File: config.mk
export PLATFORM = sky130hd
export DESIGN_NAME = dac_src_sel
export DESIGN_NICKNAME = d
export VERILOG_FILES = /design/src/rtl/dac_src_pkg.sv /design/src/rtl/dac_ramp_gen.sv /design/src/rtl/dac_luma_skew.sv /design/src/rtl/dac_src_sel.sv
export SDC_FILE = /design/constraint.sdc
export NUM_CORES = 1
export LEC_CHECK = 0
export ABC_AREA = 1
export BUFFER_PORTS_ARGS = -buffer_cell sky130_fd_sc_hd__buf_2
export CORE_ASPECT_RATIO = 1.25
export CORE_MARGIN = 5
export CORE_UTILIZATION = 55
export DETAILED_ROUTE_END_ITERATION = 12
export PLACE_DENSITY = 0.77
export SYNTH_ARGS = -nofsm -noshare
export SYNTH_HDL_FRONTEND = slang
export SYNTH_HIERARCHICAL = 1
export SYNTH_SLANG_ARGS = --single-unit
File: constraint.sdc
create_clock -name clk -period 2.96 [get_ports clk]
set_clock_uncertainty 0.15 [all_clocks]
set_input_delay 0.444 -clock clk [delete_from_list [all_inputs] [get_ports clk]]
set_output_delay 0.444 -clock clk [all_outputs]
set_load 0.05 [all_outputs]
File: src/rtl/dac_src_pkg.sv
package dac_src_pkg;

    // Output source, ordered so that a larger value wins
    typedef enum logic [2:0] {
        SRC_VIDEO  = 3'd0,
        SRC_BYPASS = 3'd1,
        SRC_SLOW   = 3'd2,
        SRC_FAST   = 3'd3,
        SRC_REG    = 3'd4
    } src_e;

    function automatic src_e pick_src(
        input logic reg_en,
        input logic fast,
        input logic slow,
        input logic byp
    );
        if (reg_en)    return SRC_REG;
        else if (fast) return SRC_FAST;
        else if (slow) return SRC_SLOW;
        else if (byp)  return SRC_BYPASS;
        else           return SRC_VIDEO;
    endfunction

endpackage

File: src/rtl/dac_ramp_gen.sv
module dac_ramp_gen
    import dac_src_pkg::*;
#(
    parameter int W         = 10,
    parameter int SLOW_LOG2 = 10
) (
    input  logic         clk,
    input  logic         rst_n,
    input  src_e         src_i,
    output logic [W-1:0] ramp_o
);

    localparam logic [SLOW_LOG2-1:0] PRE_MAX = '1;

    typedef struct packed {
        logic [W-1:0]         cnt;
        logic [SLOW_LOG2-1:0] pre;
        src_e                 kind;
    } ramp_st_t;

    ramp_st_t             st_q, st_d;
    logic                 restart;
    logic [W-1:0]         cur_v;
    logic [SLOW_LOG2-1:0] cur_p;

    always_comb begin
        // a change of source restarts the sawtooth from code 0
        restart = (src_i != st_q.kind);
        cur_v   = restart ? '0 : st_q.cnt;
        cur_p   = restart ? '0 : st_q.pre;
        st_d      = st_q;
        st_d.kind = src_i;
        st_d.cnt  = cur_v;
        st_d.pre  = cur_p;
        unique case (src_i)
            SRC_FAST: begin
                st_d.cnt = cur_v + W'(1);
                st_d.pre = '0;
            end
            SRC_SLOW: begin
                if (cur_p == PRE_MAX) begin
                    st_d.cnt = cur_v + W'(1);
                    st_d.pre = '0;
                end else begin
                    st_d.pre = cur_p + SLOW_LOG2'(1);
                end
            end
            default: begin
                st_d.cnt = '0;
                st_d.pre = '0;
            end
        endcase
        ramp_o = cur_v;
    end

    always_ff @(posedge clk or negedge rst_n) begin
        if (!rst_n) begin
            st_q <= '{cnt: '0, pre: '0, kind: SRC_VIDEO};
        end else begin
            st_q <= st_d;
        end
    end

    // the slow count stays put until the prescaler completes
    a_r3_slow_hold: assert property (@(posedge clk) disable iff (!rst_n)
        (src_i == SRC_SLOW && st_q.kind == SRC_SLOW && st_q.pre != PRE_MAX)
        |=> (st_q.cnt == $past(st_q.cnt)));

    // the slow count advances by one when the prescaler wraps
    a_r3_slow_step: assert property (@(posedge clk) disable iff (!rst_n)
        (src_i == SRC_SLOW && st_q.kind == SRC_SLOW && st_q.pre == PRE_MAX)
        |=> (st_q.cnt == $past(st_q.cnt) + W'(1)));

endmodule

File: src/rtl/dac_luma_skew.sv
module dac_luma_skew #(
    parameter int W       = 10,
    parameter int DLY_MAX = 7,
    parameter int DLY_W   = $clog2(DLY_MAX + 1)
) (
    input  logic             clk,
    input  logic             rst_n,
    input  logic [W-1:0]     y_i,
    input  logic [DLY_W-1:0] dly_i,
    output logic [W-1:0]     y_o
);

    logic [W-1:0] stg_q [DLY_MAX];
    logic [W-1:0] stg_d [DLY_MAX];

    always_comb begin
        stg_d[0] = y_i;
        for (int i = 1; i < DLY_MAX; i++) begin
            stg_d[i] = stg_q[i-1];
        end
        // tap 0 is the undelayed input; tap k is stage k-1
        if (dly_i == '0) begin
            y_o = y_i;
        end else if (int'(dly_i) > DLY_MAX) begin
            y_o = stg_q[DLY_MAX-1];
        end else begin
            y_o = stg_q[int'(dly_i) - 1];
        end
    end

    generate
        for (genvar g = 0; g < DLY_MAX; g++) begin : g_stage
            always_ff @(posedge clk or negedge rst_n) begin
                if (!rst_n) begin
                    stg_q[g] <= '0;
                end else begin
                    stg_q[g] <= stg_d[g];
                end
            end
        end
    endgenerate

    // the first stage holds the luma input of the previous clock
    a_r7_first_stage: assert property (@(posedge clk) disable iff (!rst_n)
        rst_n |=> (stg_q[0] == $past(y_i)));

endmodule

File: src/rtl/dac_src_sel.sv
module dac_src_sel
    import dac_src_pkg::*;
#(
    parameter int W         = 10,
    parameter int DLY_MAX   = 7,
    parameter int DLY_W     = $clog2(DLY_MAX + 1),
    parameter int SLOW_LOG2 = 10
) (
    input  logic             clk,
    input  logic             rst_n,
    input  logic [W-1:0]     vid_y,
    input  logic [W-1:0]     vid_cb,
    input  logic [W-1:0]     vid_cr,
    input  logic [3*W-1:0]   raw_bus,
    input  logic             reg_en,
    input  logic [W-1:0]     reg_code0,
    input  logic [W-1:0]     reg_code1,
    input  logic [W-1:0]     reg_code2,
    input  logic             ramp_fast,
    input  logic             ramp_slow,
    input  logic             bypass_en,
    input  logic             ycbcr_mode,
    input  logic [DLY_W-1:0] luma_dly,
    output logic [W-1:0]     dac0,
    output logic [W-1:0]     dac1,
    output logic [W-1:0]     dac2
);

    typedef struct packed {
        logic [W-1:0] c0;
        logic [W-1:0] c1;
        logic [W-1:0] c2;
    } dac_out_t;

    src_e         src;
    logic [W-1:0] ramp_val;
    logic [W-1:0] y_late;
    logic [W-1:0] y_sel;
    dac_out_t     out_q, out_d;

    dac_ramp_gen #(.W(W), .SLOW_LOG2(SLOW_LOG2)) u_ramp (
        .clk    (clk),
        .rst_n  (rst_n),
        .src_i  (src),
        .ramp_o (ramp_val)
    );

    dac_luma_skew #(.W(W), .DLY_MAX(DLY_MAX), .DLY_W(DLY_W)) u_skew (
        .clk   (clk),
        .rst_n (rst_n),
        .y_i   (vid_y),
        .dly_i (luma_dly),
        .y_o   (y_late)
    );

    always_comb begin
        src   = pick_src(reg_en, ramp_fast, ramp_slow, bypass_en);
        y_sel = ycbcr_mode ? y_late : vid_y;
        unique case (src)
            SRC_REG:            out_d = '{c0: reg_code0, c1: reg_code1, c2: reg_code2};
            SRC_FAST, SRC_SLOW: out_d = '{c0: ramp_val, c1: ramp_val, c2: ramp_val};
            SRC_BYPASS:         out_d = '{c0: raw_bus[W-1:0],
                                          c1: raw_bus[2*W-1:W],
                                          c2: raw_bus[3*W-1:2*W]};
            default:            out_d = '{c0: y_sel, c1: vid_cb, c2: vid_cr};
        endcase
    end

    always_ff @(posedge clk or negedge rst_n) begin
        if (!rst_n) begin
            out_q <= '0;
        end else begin
            out_q <= out_d;
        end
    end

    assign dac0 = out_q.c0;
    assign dac1 = out_q.c1;
    assign dac2 = out_q.c2;

    // register codes reach the pins one clock later
    a_r1_static: assert property (@(posedge clk) disable iff (!rst_n)
        reg_en |=> (dac0 == $past(reg_code0) && dac1 == $past(reg_code1)
                    && dac2 == $past(reg_code2)));

    // consecutive fast-ramp clocks step the code by one
    a_r2_fast_step: assert property (@(posedge clk) disable iff (!rst_n)
        (src == SRC_FAST && $past(src) == SRC_FAST)
        |=> (dac0 == $past(dac0) + W'(1) && dac1 == dac0 && dac2 == dac0));

    // a newly chosen ramp kind starts at code 0
    a_r4_restart: assert property (@(posedge clk) disable iff (!rst_n)
        ((src == SRC_FAST || src == SRC_SLOW) && src != $past(src))
        |=> (dac0 == '0 && dac1 == '0 && dac2 == '0));

    // bypass lanes pass unchanged when nothing outranks them
    a_r5_bypass: assert property (@(posedge clk) disable iff (!rst_n)
        (!reg_en && !ramp_fast && !ramp_slow && bypass_en)
        |=> ({dac2, dac1, dac0} == $past(raw_bus)));

    // chroma channels carry processed video one clock later
    a_r6_chroma: assert property (@(posedge clk) disable iff (!rst_n)
        (src == SRC_VIDEO) |=> (dac1 == $past(vid_cb) && dac2 == $past(vid_cr)));

    // outputs are cleared by reset
    a_r9_reset_zero: assert property (@(posedge clk)
        !rst_n |=> (dac0 == '0 && dac1 == '0 && dac2 == '0));

endmodule

==> flow_metrics.env, run 1 <==
export IMPL_fmax_mhz=403
export IMPL_worstSetupEndpointType="flop"
export IMPL_grt_usage_pct=24.2
export IMPL_portBuffers=129
export IMPL_status="finished clean"
export IMPL_die_y_um=129
export IMPL_ys_seq_area_share_pct=49.3
export IMPL_netlist_instances=784
export IMPL_netSwitchingPower_uw=1230
export IMPL_syn_area_um2=6240
export IMPL_mostFrequentLayoutCell="nand2_1"
export IMPL_grt_pass1_vias=5475
export IMPL_power_density_nw_per_um2=618
export IMPL_num_antenna_cells=0
export IMPL_p_sw_share_pct=26.2
export IMPL_antenna_left=0
export IMPL_cap_violations=0
export IMPL_synthToLayoutAreaGrowth_pct=22.0
export IMPL_gp_congestion=0.884
export IMPL_synth_top_area_share_pct=49.3
export IMPL_synth_flop_cell="dfrtp_1"
export IMPL_cts_root_buf="clkbuf_16"
export IMPL_synth_nets=888
export IMPL_wl_per_cell_um=15.1
export IMPL_p_int_uw=3470
export IMPL_row_count=43
export IMPL_drv_slew=0
export IMPL_synthDistinctLibCells=38
export IMPL_cts_setup_buffers=0
export IMPL_cts_tree="yes"
export IMPL_arrival_ns=2.62
export IMPL_grt_pass1_wl_mm=26.1
export IMPL_async_flop_share_pct=100
export IMPL_worstPathMaxFanout=12
export IMPL_worst_pin_slew_ns=0.685
export IMPL_leakage_uw=0.00417
export IMPL_relSlewSlack_pct=54.4
export IMPL_critical_path_class="in2reg"
export IMPL_ir_drop_mv=0.404
export IMPL_pwr_share_clk_pct=49.0
export IMPL_cts_resized_gates=0
export IMPL_vias=5438
export IMPL_yosysTopAreaCell="dfrtp_1"
export IMPL_path_clk_slew_ns=0.06
export IMPL_antenna_found_initial=0
export IMPL_period_needed_ns=2.48
export IMPL_p_seq_share_pct=38.2
export IMPL_yosys_top_cells_area="dfrtp_1 (49%), nand2_1 (19%), nand3_1 (8.0%)"
export IMPL_layout_nets=1024
export IMPL_rsz0062_at_grt="no"
export IMPL_finalNonFillerCells=1068
export IMPL_syn_avg_cell_area_um2=7.96
export IMPL_n_fill_cell=890
export IMPL_combPwrFrac_pct=12.7
export IMPL_placedCellCount=1035
export IMPL_min_path_type="in2reg"
export IMPL_dr_pass1_iters=4
export IMPL_cts_buffers=17
export IMPL_cp_start_kind="primary input"
export IMPL_hold_viol=0
export IMPL_grt_max_degree=52
export IMPL_overflow=0
export IMPL_cts_max_path_buffers=2
export IMPL_layout_drive_gt1_share_pct=24.9
export IMPL_drc=0
export IMPL_layout_common_cells="nand2_1 (316), buf_2 (128), dfrtp_1 (123), nand3_1 (100), inv_1 (82)"
export IMPL_routed_wl_mm=16.2
export IMPL_ys_ff_latch=123
export IMPL_io_pins=130
export IMPL_h_tree_depth=4
export IMPL_die_w_um=105
export IMPL_fp_dieArea_um2=13600
export IMPL_start_util_pct=56.3
export IMPL_finalSetupViolCount=0
export IMPL_worstSkewPairLatency_ns=0.41
export IMPL_viasPerCell=5.09
export IMPL_dp_hpwl_mm=11.2
export IMPL_dr_first_iter_drc_count=237
export IMPL_cp_required_ns=3.10
export IMPL_power_total_uw=4700
export IMPL_synth_edf_count=0
export IMPL_ff2ff_setup_slack_ns=0.51
export IMPL_cts_sinks=123
export IMPL_core_region_area_um2=11100
export IMPL_tns_ns=0
export IMPL_yosysWarnings=6
export IMPL_timing_final_crit_share_pct=83.8
what timing repair did:
item,4_1_cts,5_1_grt
setup endpoints to repair,0,0
hold endpoints to repair,48,0
hold buffers,1,0
power groups by stage:
stage | clock [uW] | sequential [uW] | combinational (uW)
floorplan | 0 | 1930 | 288
global placement | 0 | 1820 | 588
detailed placement | 0 | 1830 | 592
CTS | 2320 | 1800 | 603
global route | 2410 | 1810 | 660
finish | 2310 | 1800 | 598
layout make-up:
class / count / area [um2] / share of cell area, %
Clock buffer: 19 / 443 / 5.82
Clock inverter: 13 / 213 / 2.79
Inverter: 93 / 359 / 4.72
Multi-Input combinational cell: 540 / 2570 / 33.7
Sequential cell: 123 / 3080 / 40.4
Tap cell: 135 / 169 / 2.22
Timing Repair Buffer: 145 / 783 / 10.3
layer usage:
metal / vias up / wire length [um] / track usage [%]
met5: - / 0 / 0
met4: 0 / 459 / 9.33
met3: 41 / 1310 / 8.62
met2: 224 / 8370 / 42.2
met1: 2484 / 6020 / 27.1
li1: 2689 / - / -
sequential cells by signal, summed over array words and instances, names as in the netlist:
signal and count:
u_skew/stg_q 10, u_skew/stg_d 60, u_ramp/st_q 23, dac0 10
dac1 10, dac2 10
logic make-up after synthesis:
logic type                 share of synthesized area, %
xor gates and xnor gates                           1.38
AOI/OAI and AO/OA                                  1.14
adders and majority gates                         0.802
DFF                                                49.3
and+or+nand+nor                                    37.8
buffers and inverters                              9.52
Yosys cell counts (2+ instances only):
cell / instances
nand2_2: 15
a21oi_1: 2
nand2_1: 316
nand4_4: 3
clkbuf_1: 4
buf_2: 7
inv_4: 2
xor2_1: 4
nand2_4: 2
nor2_2: 9
nand3_1: 100
nor2_4: 6
nand3_2: 5
ha_1: 4
nand4_1: 8
inv_2: 5
buf_6: 10
nor2_1: 41
nor2_8: 2
clkinv_1: 3
xnor2_1: 4
o21ai_0: 4
inv_1: 82
buf_4: 5
o21ai_1: 5
nand3_4: 2
dfrtp_1: 123
worst max-delay path: stages:
cell and delay, ns:
buf_2 0.12, inv_1 0.08, nand2_1 0.05, a21oi_1 0.23, inv_2 0.07, nand2_1 0.09
nand2_2 0.09, nor2_8 0.11, nand2_4 0.08, nor2_2 0.12, ha_1 0.26, nand4_4 0.13
nor2_4 0.15, nand3_2 0.25, nand2_1 0.14, nand2_1 0.06, nand2_1 0.06, nand2_1 0.08
worst paths after layout:
| check | start | to | cells after the start |
|---|---|---|---|
| max reg2reg | u_ramp/st_q[2]$_DFF_PN0_ | u_ramp/st_q[17]$_DFF_PN0_ | 11 |
| min | vid_y[6] | u_skew/stg_d[56]$_DFF_PN0_ | 1 |
| min in group asynchronous | rst_n | u_skew/stg_d[39]$_DFF_PN0_ | 2 |
| max | ramp_slow | u_ramp/st_q[14]$_DFF_PN0_ | 18 |
| min reg2reg | u_skew/stg_d[29]$_DFF_PN0_ | u_skew/stg_d[19]$_DFF_PN0_ | 0 |
| max in group asynchronous | rst_n | u_ramp/st_q[14]$_DFF_PN0_ | 3 |
metrics by stage:
step | setup WS [ns] | util, % | hold slack (ns) | area, um2
floorplan | 0.0621 | - | -0.00159 | 6240
global placement | 0.213 | 62.7 | 0.206 | 6950
detailed placement | 0.107 | 62.7 | 0.208 | 6950
CTS | 0.507 | 68.7 | 0.00421 | 7610
global route | 0.231 | 68.7 | 0.00302 | 7610
finish | 0.480 | 68.7 | 0.0145 | 7610
No activity file was read; power rests on OpenSTA's default activity.
==> run 2, diff against run 1 <==
CORE_UTILIZATION = 50   (was 55)
PLACE_DENSITY = 0.74   (was 0.77)
clock period = 2.23 ns   (was 2.96 ns; I/O delays follow)
==> flow_metrics.env, run 2 (synthesized netlist as in run 1, its figures left out) <==
export IMPL_status="finished clean"
export IMPL_io_pins=130
export IMPL_layout_drive_gt1_share_pct=28.1
export IMPL_mostFrequentLayoutCell="nand2_1"
export IMPL_regToRegStartpoint="u_ramp/st_q[0]$_DFF_PN0_"
export IMPL_cp_start_kind="flop"
export IMPL_utilization_pct=69.3
export IMPL_worstPathMaxFanout=12
export IMPL_portBuffers=129
export IMPL_grt_max_degree=46
export IMPL_ir_drop_mv=0.457
export IMPL_cts_max_path_buffers=2
export IMPL_layout_common_cells="nand2_1 (313), buf_2 (128), dfrtp_1 (123), nand3_1 (98), inv_1 (81)"
export IMPL_drc=0
export IMPL_gp_congestion=0.922
export IMPL_rsz0062_at_grt="yes"
export IMPL_finalSetupViolCount=0
export IMPL_cts_buffers=17
export IMPL_routed_wl_mm=17.4
export IMPL_critical_path_class="reg2reg"
export IMPL_relSlewSlack_pct=71.8
export IMPL_power_density_nw_per_um2=714
export IMPL_dr_pass1_iters=5
export IMPL_row_count=45
export IMPL_cts_sinks=123
export IMPL_dr_first_iter_drc_count=423
export IMPL_die_w_um=110
export IMPL_worstSetupEndpointType="flop"
export IMPL_die_y_um=135
export IMPL_period_needed_ns=2.12
export IMPL_cts_root_buf="clkbuf_16"
export IMPL_reg2reg_depth=13
export IMPL_viasPerCell=4.94
export IMPL_grt_usage_pct=24.8
export IMPL_overflow=0
export IMPL_dpl_instance_area_um2=7340
export IMPL_start_util_pct=51.1
export IMPL_arrival_ns=2.27
export IMPL_layout_nets=1109
export IMPL_h_tree_depth=4
export IMPL_path_clk_slew_ns=0.06
export IMPL_hold_path_startpoint="raw_bus[5]"
export IMPL_fmax_mhz=471
export IMPL_fp_dieArea_um2=14800
export IMPL_hold_viol=0
export IMPL_hold_end="dac0[5]$_DFF_PN0_"
export IMPL_tns_ns=0
export IMPL_cts_tree="yes"
export IMPL_cp_required_ns=2.37
export IMPL_wl_per_cell_um=14.7
export IMPL_worst_pin_slew_ns=0.423
export IMPL_grt_pass1_vias=6041
export IMPL_timing_final_crit_share_pct=95.1
export IMPL_antenna_found_initial=0
export IMPL_ff2ff_setup_slack_ns=0.11
export IMPL_grt_pass1_wl_mm=28.5
export IMPL_drv_slew=0
export IMPL_leakage_uw=0.00455
export IMPL_core_region_area_um2=12200
export IMPL_synthToLayoutAreaGrowth_pct=35.8
export IMPL_fin_area_um2=8470
export IMPL_min_path_type="in2reg"
export IMPL_antenna_left=0
export IMPL_r2r_end="u_ramp/st_q[14]$_DFF_PN0_"
export IMPL_worstSkewPairLatency_ns=0.41
export IMPL_dp_hpwl_mm=11.7
export IMPL_largest_reg_flops=60
export IMPL_cap_violations=0
export IMPL_hold_path_depth=3
export IMPL_vias=5842
## run 2: cell types whose count changed in the layout (fill, tap and decap cells not counted), sizes merged, moves of 3 or more
cell and change:
dlygate4sd3 +45, bufinv -3, clkinv +4, buf +39
## run 2: metal layers
layer	up-vias	global-route usage (%)	wire, um
li1	2864	-	-
met1	2681	29.1	6570
met2	238	41.6	8980
met3	59	7.03	1220
met4	0	11.5	677
met5	-	0	0
## run 2: layout make-up
type                            count  area, um2
Tap cell                          164        205
Antenna cell                        1       2.50
Clock buffer                       18        439
Timing Repair Buffer              229       1560
Inverter                           93        359
Sequential cell                   123       3080
Clock inverter                     14        159
Multi-Input combinational cell    541       2670
Fill cell                         954       3750
## run 2: worst max-delay path by stage
stage | cells past startpoint | startpoint | slack, ns | end
2_1_floorplan | 18 | reg_en | -0.34 | u_ramp/st_q[22]$_DFF_PN0_
3_3_place_gp | 18 | ramp_slow | -0.26 | u_ramp/st_q[22]$_DFF_PN0_
3_5_place_dp | 18 | ramp_slow | -0.33 | u_ramp/st_q[22]$_DFF_PN0_
4_1_cts | 12 | u_ramp/st_q[2]$_DFF_PN0_ | 0.003 | u_ramp/st_q[19]$_DFF_PN0_
5_1_grt | 18 | ramp_slow | -0.08 | u_ramp/st_q[14]$_DFF_PN0_
6_report | 13 | u_ramp/st_q[0]$_DFF_PN0_ | 0.11 | u_ramp/st_q[14]$_DFF_PN0_
## run 2: metrics by stage
stage / hold slack, ns / power, uW / cells / worst slack [ns]
final: 0.0135 / 6050 / 1183 / 0.108
after global routing: 0.0173 / 6290 / 1182 / -0.0756
after CTS: 0.000834 / 6080 / 1179 / 0.00268
after detailed placement: 0.0828 / 3260 / 1101 / -0.332
after global placement: 0.0841 / 3250 / 1101 / -0.262
after floorplan: -0.111 / 2950 / 784 / -0.341
## run 2: critical path: stages (launching register included)
cell     delay (ns)
dfrtp_1        0.38
nand2_1        0.08
nand2_2        0.08
nor2_8         0.13
nand2_4        0.09
buf_4          0.19
nor2_1         0.20
nand2_2        0.16
inv_2          0.10
nand3_4        0.17
nand2_1        0.10
nand2_1        0.05
nand2_1        0.05
nand2_1        0.07
## run 2: where the power goes
part | internal, uW | switching [uW]
clock network | 1690 | 1060
logic | 335 | 580
registers | 2340 | 47.9
total | 4370 | 1680
## run 2: what timing repair did
action                     in CTS  in global routing
setup buffers                   0                  2
setup endpoints to repair       0                 12
resized for setup               0                 13
hold buffers                   46                  0
hold endpoints to repair      130                  0
